--- src/rtl/ctl_pkg.sv ---
package ctl_pkg;
  localparam int XLEN = 32;

  localparam int CR0_PE = 0;
  localparam int CR0_MP = 1;
  localparam int CR0_EM = 2;
  localparam int CR0_TS = 3;
  localparam int CR0_ET = 4;
  localparam int CR0_WP = 16;
  localparam int CR0_PG = 31;

  localparam int CR4_PSE  = 4;
  localparam int CR4_PAE  = 5;
  localparam int CR4_PGE  = 7;
  localparam int CR4_OSFX = 9;

  localparam logic [XLEN-1:0] ONE_W = XLEN'(1);
  localparam logic [XLEN-1:0] CR0_RST = 32'h6000_0010;
  localparam logic [XLEN-1:0] CR0_FLUSH_MASK =
    (ONE_W << CR0_PG) | (ONE_W << CR0_WP) | (ONE_W << CR0_PE);
  localparam logic [XLEN-1:0] CR4_FLUSH_MASK =
    (ONE_W << CR4_PGE) | (ONE_W << CR4_PAE) | (ONE_W << CR4_PSE);

  typedef enum logic [1:0] {
    SEL_CR0  = 2'd0,
    SEL_CR3  = 2'd1,
    SEL_CR4  = 2'd2,
    SEL_NONE = 2'd3
  } cr_sel_e;

  typedef struct packed {
    logic pe;
    logic addseg;
    logic mp;
    logic em;
    logic ts;
    logic osfxsr;
  } mode_flags_t;
endpackage

--- src/rtl/ctl_cr0_stage.sv ---
module ctl_cr0_stage
  import ctl_pkg::*;
(
  input  logic            clk_i,
  input  logic            rst_ni,
  input  logic            wr_i,
  input  logic [XLEN-1:0] data_i,
  input  logic            lme_i,
  input  logic            pae_i,
  output logic [XLEN-1:0] cr0_o,
  output logic [XLEN-1:0] cr0_nxt_o,
  output logic            load_o,
  output logic            lma_o,
  output logic            flush_req_o
);
  logic [XLEN-1:0] cr0_q;
  logic            lma_q;
  logic            pg_on, pg_off, blocked;

  assign pg_on   = !cr0_q[CR0_PG] && data_i[CR0_PG];
  assign pg_off  = cr0_q[CR0_PG] && !data_i[CR0_PG];
  // long-mode entry without address extension is refused
  assign blocked = pg_on && lme_i && !pae_i;

  assign load_o      = wr_i && !blocked;
  assign cr0_nxt_o   = data_i | (ONE_W << CR0_ET);
  assign flush_req_o = wr_i && (((data_i ^ cr0_q) & CR0_FLUSH_MASK) != '0);

  always_ff @(posedge clk_i or negedge rst_ni) begin
    if (!rst_ni) begin
      cr0_q <= CR0_RST;
      lma_q <= 1'b0;
    end else if (load_o) begin
      cr0_q <= cr0_nxt_o;
      if (pg_on && lme_i)      lma_q <= 1'b1;
      else if (pg_off)         lma_q <= 1'b0;
    end
  end

  assign cr0_o = cr0_q;
  assign lma_o = lma_q;
endmodule

--- src/rtl/ctl_cr4_stage.sv ---
module ctl_cr4_stage
  import ctl_pkg::*;
(
  input  logic            clk_i,
  input  logic            rst_ni,
  input  logic            wr_i,
  input  logic [XLEN-1:0] data_i,
  input  logic            sse_avail_i,
  output logic [XLEN-1:0] cr4_o,
  output logic [XLEN-1:0] cr4_nxt_o,
  output logic            flush_req_o
);
  logic [XLEN-1:0] cr4_q;

  assign cr4_nxt_o   = sse_avail_i ? data_i : (data_i & ~(ONE_W << CR4_OSFX));
  assign flush_req_o = wr_i && (((data_i ^ cr4_q) & CR4_FLUSH_MASK) != '0);

  always_ff @(posedge clk_i or negedge rst_ni) begin
    if (!rst_ni)   cr4_q <= '0;
    else if (wr_i) cr4_q <= cr4_nxt_o;
  end

  assign cr4_o = cr4_q;
endmodule

--- src/rtl/ctl_a20_gate.sv ---
module ctl_a20_gate #(
  parameter int ADDR_W  = 32,
  parameter int GATE_BIT = 20
) (
  input  logic              clk_i,
  input  logic              rst_ni,
  input  logic              wr_i,
  input  logic              state_i,
  output logic [ADDR_W-1:0] mask_o,
  output logic              flush_req_o
);
  localparam logic [ADDR_W-1:0] GATE_ONE = ADDR_W'(1) << GATE_BIT;

  logic state_q;

  assign flush_req_o = wr_i && (state_i != state_q);

  always_ff @(posedge clk_i or negedge rst_ni) begin
    if (!rst_ni)          state_q <= 1'b1;
    else if (flush_req_o) state_q <= state_i;
  end

  assign mask_o = ~GATE_ONE | (state_q ? GATE_ONE : '0);
endmodule

--- src/rtl/ctl_mode_flags.sv ---
module ctl_mode_flags
  import ctl_pkg::*;
(
  input  logic            clk_i,
  input  logic            rst_ni,
  input  logic            cr0_load_i,
  input  logic [XLEN-1:0] cr0_d_i,
  input  logic            cr4_load_i,
  input  logic [XLEN-1:0] cr4_d_i,
  output mode_flags_t     flags_o
);
  localparam mode_flags_t FLAGS_RST = '{
    pe:     CR0_RST[CR0_PE],
    addseg: !CR0_RST[CR0_PE],
    mp:     CR0_RST[CR0_MP],
    em:     CR0_RST[CR0_EM],
    ts:     CR0_RST[CR0_TS],
    osfxsr: 1'b0
  };

  mode_flags_t flags_q;

  always_ff @(posedge clk_i or negedge rst_ni) begin
    if (!rst_ni) begin
      flags_q <= FLAGS_RST;
    end else begin
      if (cr0_load_i) begin
        flags_q.pe     <= cr0_d_i[CR0_PE];
        flags_q.addseg <= !cr0_d_i[CR0_PE];
        flags_q.mp     <= cr0_d_i[CR0_MP];
        flags_q.em     <= cr0_d_i[CR0_EM];
        flags_q.ts     <= cr0_d_i[CR0_TS];
      end
      if (cr4_load_i) flags_q.osfxsr <= cr4_d_i[CR4_OSFX];
    end
  end

  assign flags_o = flags_q;
endmodule

--- src/rtl/ctl_reg_unit.sv ---
module ctl_reg_unit
  import ctl_pkg::*;
#(
  parameter int ADDR_W   = 32,
  parameter int GATE_BIT = 20
) (
  input  logic              clk_i,
  input  logic              rst_ni,
  input  logic              wr_en_i,
  input  logic [1:0]        wr_sel_i,
  input  logic [XLEN-1:0]   wr_data_i,
  input  logic              a20_wr_i,
  input  logic              a20_state_i,
  input  logic              sse_avail_i,
  input  logic              lme_i,
  output logic [XLEN-1:0]   cr0_o,
  output logic [XLEN-1:0]   cr3_o,
  output logic [XLEN-1:0]   cr4_o,
  output logic [ADDR_W-1:0] a20_mask_o,
  output logic              pe_o,
  output logic              addseg_o,
  output logic              mp_o,
  output logic              em_o,
  output logic              ts_o,
  output logic              osfxsr_o,
  output logic              lma_o,
  output logic              flush_all_o,
  output logic              flush_local_o
);
  cr_sel_e         sel;
  logic            wr_cr0, wr_cr3, wr_cr4;
  logic [XLEN-1:0] cr0_nxt, cr4_nxt, cr3_q;
  logic            cr0_load;
  logic            fr_cr0, fr_cr4, fr_a20;
  logic            flush_all_q, flush_local_q;
  mode_flags_t     flags;

  assign sel    = cr_sel_e'(wr_sel_i);
  assign wr_cr0 = wr_en_i && (sel == SEL_CR0);
  assign wr_cr3 = wr_en_i && (sel == SEL_CR3);
  assign wr_cr4 = wr_en_i && (sel == SEL_CR4);

  ctl_cr0_stage u_cr0 (
    .clk_i       (clk_i),
    .rst_ni      (rst_ni),
    .wr_i        (wr_cr0),
    .data_i      (wr_data_i),
    .lme_i       (lme_i),
    .pae_i       (cr4_o[CR4_PAE]),
    .cr0_o       (cr0_o),
    .cr0_nxt_o   (cr0_nxt),
    .load_o      (cr0_load),
    .lma_o       (lma_o),
    .flush_req_o (fr_cr0)
  );

  ctl_cr4_stage u_cr4 (
    .clk_i       (clk_i),
    .rst_ni      (rst_ni),
    .wr_i        (wr_cr4),
    .data_i      (wr_data_i),
    .sse_avail_i (sse_avail_i),
    .cr4_o       (cr4_o),
    .cr4_nxt_o   (cr4_nxt),
    .flush_req_o (fr_cr4)
  );

  ctl_a20_gate #(
    .ADDR_W   (ADDR_W),
    .GATE_BIT (GATE_BIT)
  ) u_a20 (
    .clk_i       (clk_i),
    .rst_ni      (rst_ni),
    .wr_i        (a20_wr_i),
    .state_i     (a20_state_i),
    .mask_o      (a20_mask_o),
    .flush_req_o (fr_a20)
  );

  ctl_mode_flags u_flags (
    .clk_i      (clk_i),
    .rst_ni     (rst_ni),
    .cr0_load_i (cr0_load),
    .cr0_d_i    (cr0_nxt),
    .cr4_load_i (wr_cr4),
    .cr4_d_i    (cr4_nxt),
    .flags_o    (flags)
  );

  always_ff @(posedge clk_i or negedge rst_ni) begin
    if (!rst_ni) begin
      cr3_q         <= '0;
      flush_all_q   <= 1'b0;
      flush_local_q <= 1'b0;
    end else begin
      if (wr_cr3) cr3_q <= wr_data_i;
      flush_all_q   <= fr_cr0 || fr_cr4 || fr_a20;
      flush_local_q <= wr_cr3 && cr0_o[CR0_PG];
    end
  end

  assign cr3_o         = cr3_q;
  assign flush_all_o   = flush_all_q;
  assign flush_local_o = flush_local_q;
  assign pe_o          = flags.pe;
  assign addseg_o      = flags.addseg;
  assign mp_o          = flags.mp;
  assign em_o          = flags.em;
  assign ts_o          = flags.ts;
  assign osfxsr_o      = flags.osfxsr;
endmodule

--- config.mk ---
export PLATFORM = sky130hd
export DESIGN_NAME = ctl_reg_unit
export DESIGN_NICKNAME = d
export VERILOG_FILES = /design/src/rtl/ctl_pkg.sv /design/src/rtl/ctl_cr0_stage.sv /design/src/rtl/ctl_cr4_stage.sv /design/src/rtl/ctl_a20_gate.sv /design/src/rtl/ctl_mode_flags.sv /design/src/rtl/ctl_reg_unit.sv
export SDC_FILE = /design/constraint.sdc
export NUM_CORES = 1
export LEC_CHECK = 0
export ABC_CLOCK_PERIOD_IN_PS = 2200
export BUFFER_PORTS_ARGS = -buffer_cell sky130_fd_sc_hd__buf_2
export CORE_ASPECT_RATIO = 0.8
export CORE_MARGIN = 8
export CORE_UTILIZATION = 47
export DETAILED_ROUTE_END_ITERATION = 7
export PLACE_DENSITY = 0.83
export SYNTH_ARGS = -nofsm -noshare
export SYNTH_HDL_FRONTEND = slang
export SYNTH_SLANG_ARGS = --single-unit
export TNS_END_PERCENT = 50
--- constraint.sdc ---
create_clock -name clk_i -period 2.2 [get_ports clk_i]
set_input_delay 0.11 -clock clk_i [delete_from_list [all_inputs] [get_ports clk_i]]
set_output_delay 0.11 -clock clk_i [all_outputs]
set_load 0.005 [all_outputs]
### Word-level counts from Yosys, hierarchy flattened

Index checks and enable logic that the tools add are counted.

* register bits: 105
* logic and storage cells: 46

* equal/unequal tests: 3
* muxes and demuxes: 4
* bitwise gates (word level): 2
* reductions and logical operators: 24

Operators with widths (number)
* nonzero test 32 bit: 2
* bitwise XOR 32 bit: 1
* 2-to-1 mux 21 bit: 1
* logical AND 1 bit: 12
* 2-to-1 mux 10 bit: 1
* bitwise XOR 8 bit: 1
* zero test 1 bit: 5
* equality test 2 x 1 -> 1 bit (second input constant): 1
* equality test 2 bit (second input constant): 1
* zero test 2 bit: 1
* logical OR 1 bit: 2
* 2-to-1 mux 1 bit: 2
* AND reduction 2 bit: 1
* nonzero test 2 bit: 1
* inequality test 1 bit: 1

### Longest topological paths before layout

* depth in word-level cells: 7
* gate-level depth with buffers: 6

### Hierarchy

A second synthesis with hierarchy kept.

* cell total of the unflattened synthesis: 345
* area, all modules: 5178.7 sq um

By module, submodules not included
* ctl_cr0_stage: times used 1, cells each 115, area each 1642.8 sq um, sequential area each 803.3 sq um
* ctl_cr4_stage: times used 1, cells each 104, area each 1615.3 sq um, sequential area each 800.8 sq um
* ctl_reg_unit: times used 1, cells each 76, area each 1402.6 sq um, sequential area each 850.8 sq um
* ctl_a20_gate: times used 1, cells each 37, area each 296.5 sq um, sequential area each 26.3 sq um
* ctl_mode_flags: times used 1, cells each 13, area each 221.5 sq um, sequential area each 151.4 sq um

### Worst setup path before layout

No wires, ideal clock.

* path kind: register -> register
* from: register u_cr0.cr0_q[31] (netlist: u_cr0.cr0_o[31])
* to: register u_cr0.cr0_q[21] (netlist: u_cr0.cr0_o[21])
* arrival time: 1.451 ns
* data required time: 2.073 ns
* path slack: 0.622 ns
* stages on the path, launching flop included: 7
* buffers on the path: 1
* period minus slack after synthesis: 1.578 ns
* cell sequence: dfrtp_1 > inv_1 > ha_1 > nand2_1 > o21ai_2 > buf_6 > mux2_1

* word-level cells in the longest chain between the ends: 6

RTL lines
* from (decl): line ctl_cr0_stage.sv:16 `logic [XLEN-1:0] cr0_q;`
* from (signal assigned): line ctl_cr0_stage.sv:34 `cr0_q <= cr0_nxt_o;`
* zero test 1 bit: line ctl_cr0_stage.sv:20 `assign pg_on = !cr0_q[CR0_PG] && data_i[CR0_PG];`
* logical AND 1 bit: line ctl_cr0_stage.sv:20
* logical AND 1 bit (2 in series): line ctl_cr0_stage.sv:23 `assign blocked = pg_on && lme_i && !pae_i;`
* zero test 1 bit: line ctl_cr0_stage.sv:25 `assign load_o = wr_i && !blocked;`
* logical AND 1 bit: line ctl_cr0_stage.sv:25

Every way passes these cells.
A chain may end at the register's enable or synchronous reset.

### Worst setup path after layout

* from: register u_cr0.cr0_q[31] (netlist: u_cr0.cr0_o[31])
* to: register u_cr0.cr0_q[20] (netlist: u_cr0.cr0_o[20])

Same word-level chain as after synthesis.

==> metrics.md <==
| Metric | Value |
|---|---|
| Synthesized area per cell | `between 15 and 20 sq um` |
| Vias per inst | `4.72` |
| Tmin final | `~1.7 ns` |
| Outcome | `finished clean` |
| Worst-path maximum fanout | `19` |
| Initial antenna violation count | `0` |
| First-pass GRT wire length | `15.3 mm` |
| R2R Path End | `u_cr0.cr0_o[20]` |
| Setup Buffers After CTS | `0` |
| Slew Limit Fails | `0` |
| Num CTS Buffers | `9` |
| Setup crit end kind | `flip-flop` |
| Synth warnings | `0` |
| Initial drt markers | `between 100 and 150` |
| CTS max path bufs | `2` |
| Max capacitance violation total | `0` |
| DRC viols | `0` |
| HPWL Detailed | `7.16 mm` |
| Clock Skew | `between 0.01 and 0.015 ns` |
| PortBufs | `around 150` |
| Row count | `30` |
| Cell taking the most area after synthesis | `dfrtp_1` |
| Reg clk slew, reported paths | `0.09 ns` |
| FF+latch count, synth | `100` |
| Tcrit/Tclk final | `about three quarters` |
| Worst Min Path Start | `wr_data_i[3]` |
| Layout cells sized above 1 | `between 50% and 60%` |
| Fmax achieved | `about 600 MHz` |
| Top-count cell post-synth | `dfrtp_1` |
| Synth cell count leaders | `96 x dfrtp_1, 65 x mux2_2, 39 x buf_4` |
| Least-Margin Pin Slew | `roughly 0.6 ns` |
| # diodes | `0` |
| Total Wirelength | `about 9.5 mm` |
| FF/Latch Area | `roughly 0.0025 sq mm` |
| Leakage | `2.61 nW` |
| Synth top area cells | `dfrtp_1 58%, mux2_2 18%, mux2_1 7.4%, buf_4 7.1%, dfstp_2 2.5%` |
| Syn Inst Count | `approximately 270` |
| R2r setup slk | `approximately 0.53 ns` |
| Die width | `121 microns` |
| Distinct cells, synth | `25` |
| Die Height | `approximately 100 microns` |
| GRT Overall Usage | `roughly 16%` |
| GR Overflow Total | `0` |
| H-tree levels | `3` |
| RSZ-0062 raised after global routing | `false` |
| Hold path depth | `2` |
| Fin. Hold Viols | `0` |
| # fillers | `just under 700` |
| Avg WL per Cell | `about 17 microns` |
| PD cells | `around 900 mW/mm^2` |
| Clock Tree Root | `clkbuf_8` |
| # IOs | `approximately 180` |
| Critical Path RT | `roughly 2.4 ns` |
| FF-to-FF Start | `u_cr0.cr0_o[31]` |
| Reg2Reg Depth | `6` |
| Synth Flop Type | `dfrtp_1` |
| CP Class | `flip-flop to flip-flop` |
| Vias | `around 2,600` |
| Worst Hold Path EP | `u_cr0.cr0_o[3]` |
| Initial Utilization | `about half` |
| Final antenna-violating net count | `0` |
| Startpoint Class | `flip-flop` |
| Core region area | `about 0.0085 sq mm` |
| Max VDD drop | `around 0.5 mV` |
| Sequential cell area fraction in the yosys report | `between 60% and 70%` |
| Post-CTS sizing | `0` |
| Yosys top cell area share | `~58%` |
| Die footprint | `approximately 0.012 sq mm` |
| Clk Latency, worst-skew pair | `0.35 ns` |
| Non-Filler Instances | `557` |
| Setup TNS | `0 ns` |
| Vias in the first global route | `slightly below 3,000` |
| Clock Sinks | `100` |
| # setup viols final | `0` |
| Footprint of the multi-input gates | `between 0.001 and 0.0015 sq mm` |
| Largest net degree at the start of global routing | `between 50 and 60` |
| Hold Path Class | `primary input to flip-flop` |
| Asr flop ratio synth | `100%` |
| CTS tree | `yes` |
| GPL Wtd Cong | `between 0.7 and 0.8` |
| DRT Pass-1 Iters | `4` |
| Nets | `roughly 480` |
| Total power | `around 4.6 mW` |
| Area growth, synth to finish | `27.5%` |
| Placed instance count | `about 520` |
| Critical path arrival | `between 1.5 and 2 ns` |
| Post-synth EDFFs | `0` |
| Syn Std Cell Area | `between 0.004 and 0.005 sq mm` |
| Slew headroom | `between 60 and 70%` |
## worst max-delay path: stages, from the launching register on
cell	delay (ns)
dfrtp_1	0.41
inv_1	0.10
ha_1	0.15
nand2_1	0.10
o21ai_4	0.14
buf_4	0.28
mux2_1	0.36
## through the flow
step	worst slack (ns)	util [%]	hold slack, ns	instance area (sq um)
after floorplan	0.622	-	-0.186	4250
after global placement	0.611	56.7	0.148	4830
after detailed placement	0.521	56.7	0.153	4830
after CTS	0.515	61.6	0.000833	5250
after global routing	0.412	61.8	0.000202	5270
final	0.530	61.8	0.0172	5270
## power breakdown
group	internal, mW	switching, mW
Sequential	2.20	0.195
Clock	0.637	0.602
Combinational	0.563	0.436
Total	3.40	1.23
## cell type report
cell class	instances	area share (%)
Clock buffer	9	2.35
Clock inverter	6	1.66
Inverter	3	0.214
Multi-Input combinational cell	153	26.2
Sequential cell	100	47.6
Tap cell	112	2.66
Timing Repair Buffer	174	19.3
## logic make-up (layout without fill, tap and decap cells)
family                   after synthesis  after routing  synth area share [%]
flip-flops                           100            100                  60.7
multiplexers                          94             94                  25.5
buffers and inverters                 51            192                  8.90
AND/OR/NAND/NOR                       12             12                  1.73
AO/OA/AOI/OAI                          7              7                  1.21
XOR/XNOR                               6              6                  1.27
adder cells (fa/ha/maj)                2              2                 0.605
other                                  1             32                0.0907
## how the worst max path moves through the flow
| stage | startpoint | endpoint | cells past startpoint |
|---|---|---|---|
| 2_1_floorplan | u_cr0.cr0_o[31] | u_cr0.cr0_o[21] | 6 |
| 3_3_place_gp | u_cr0.cr0_o[31] | u_cr0.cr0_o[12] | 6 |
| 3_5_place_dp | u_cr0.cr0_o[31] | u_cr0.cr0_o[0] | 6 |
| 4_1_cts | u_cr0.cr0_o[31] | u_cr0.cr0_o[0] | 6 |
| 5_1_grt | u_cr0.cr0_o[31] | u_cr0.cr0_o[18] | 6 |
| 6_report | u_cr0.cr0_o[31] | u_cr0.cr0_o[20] | 6 |
## layer usage
layer	global-route usage [%]	vias up	routed length, microns
met2	26.5	108	4630
met5	0	-	0
met4	4.02	0	78
met1	17.2	1307	3720
met3	8.19	9	1100
li1	-	1206	-
## registers in the layout (all words and copies together), names as in the netlist
name / cells
flush_all_o: 1
u_a20.state_q: 1
u_cr0.lma_o: 1
u_cr0.cr0_o: 31
flush_local_o: 1
cr3_o: 32
u_cr4.cr4_o: 32
u_flags.flags_o: 1
## cell usage in the layout (no fill, tap or decap), drive strengths merged, types with 2 or more instances in the layout
| cell | netlist | routed |
|---|---|---|
| xnor2 | 5 | 5 |
| inv | 3 | 4 |
| ha | 2 | 2 |
| dlygate4sd3 | 0 | 23 |
| clkinv | 0 | 3 |
| buf | 48 | 151 |
| clkbuf | 0 | 9 |
| conb | 1 | 32 |
| dfstp | 4 | 4 |
| mux2 | 92 | 92 |
| o21ai | 4 | 4 |
| mux2i | 2 | 2 |
| bufinv | 0 | 2 |
| dfrtp | 96 | 96 |
| nand2 | 5 | 5 |
| nand3b | 2 | 2 |
## what timing repair did
item                                   4_1_cts  5_1_grt
setup endpoints to repair                    0        0
endpoints found under the hold margin       66        2
hold buffers                                21        2
Power figures use the tool's default switching activity.
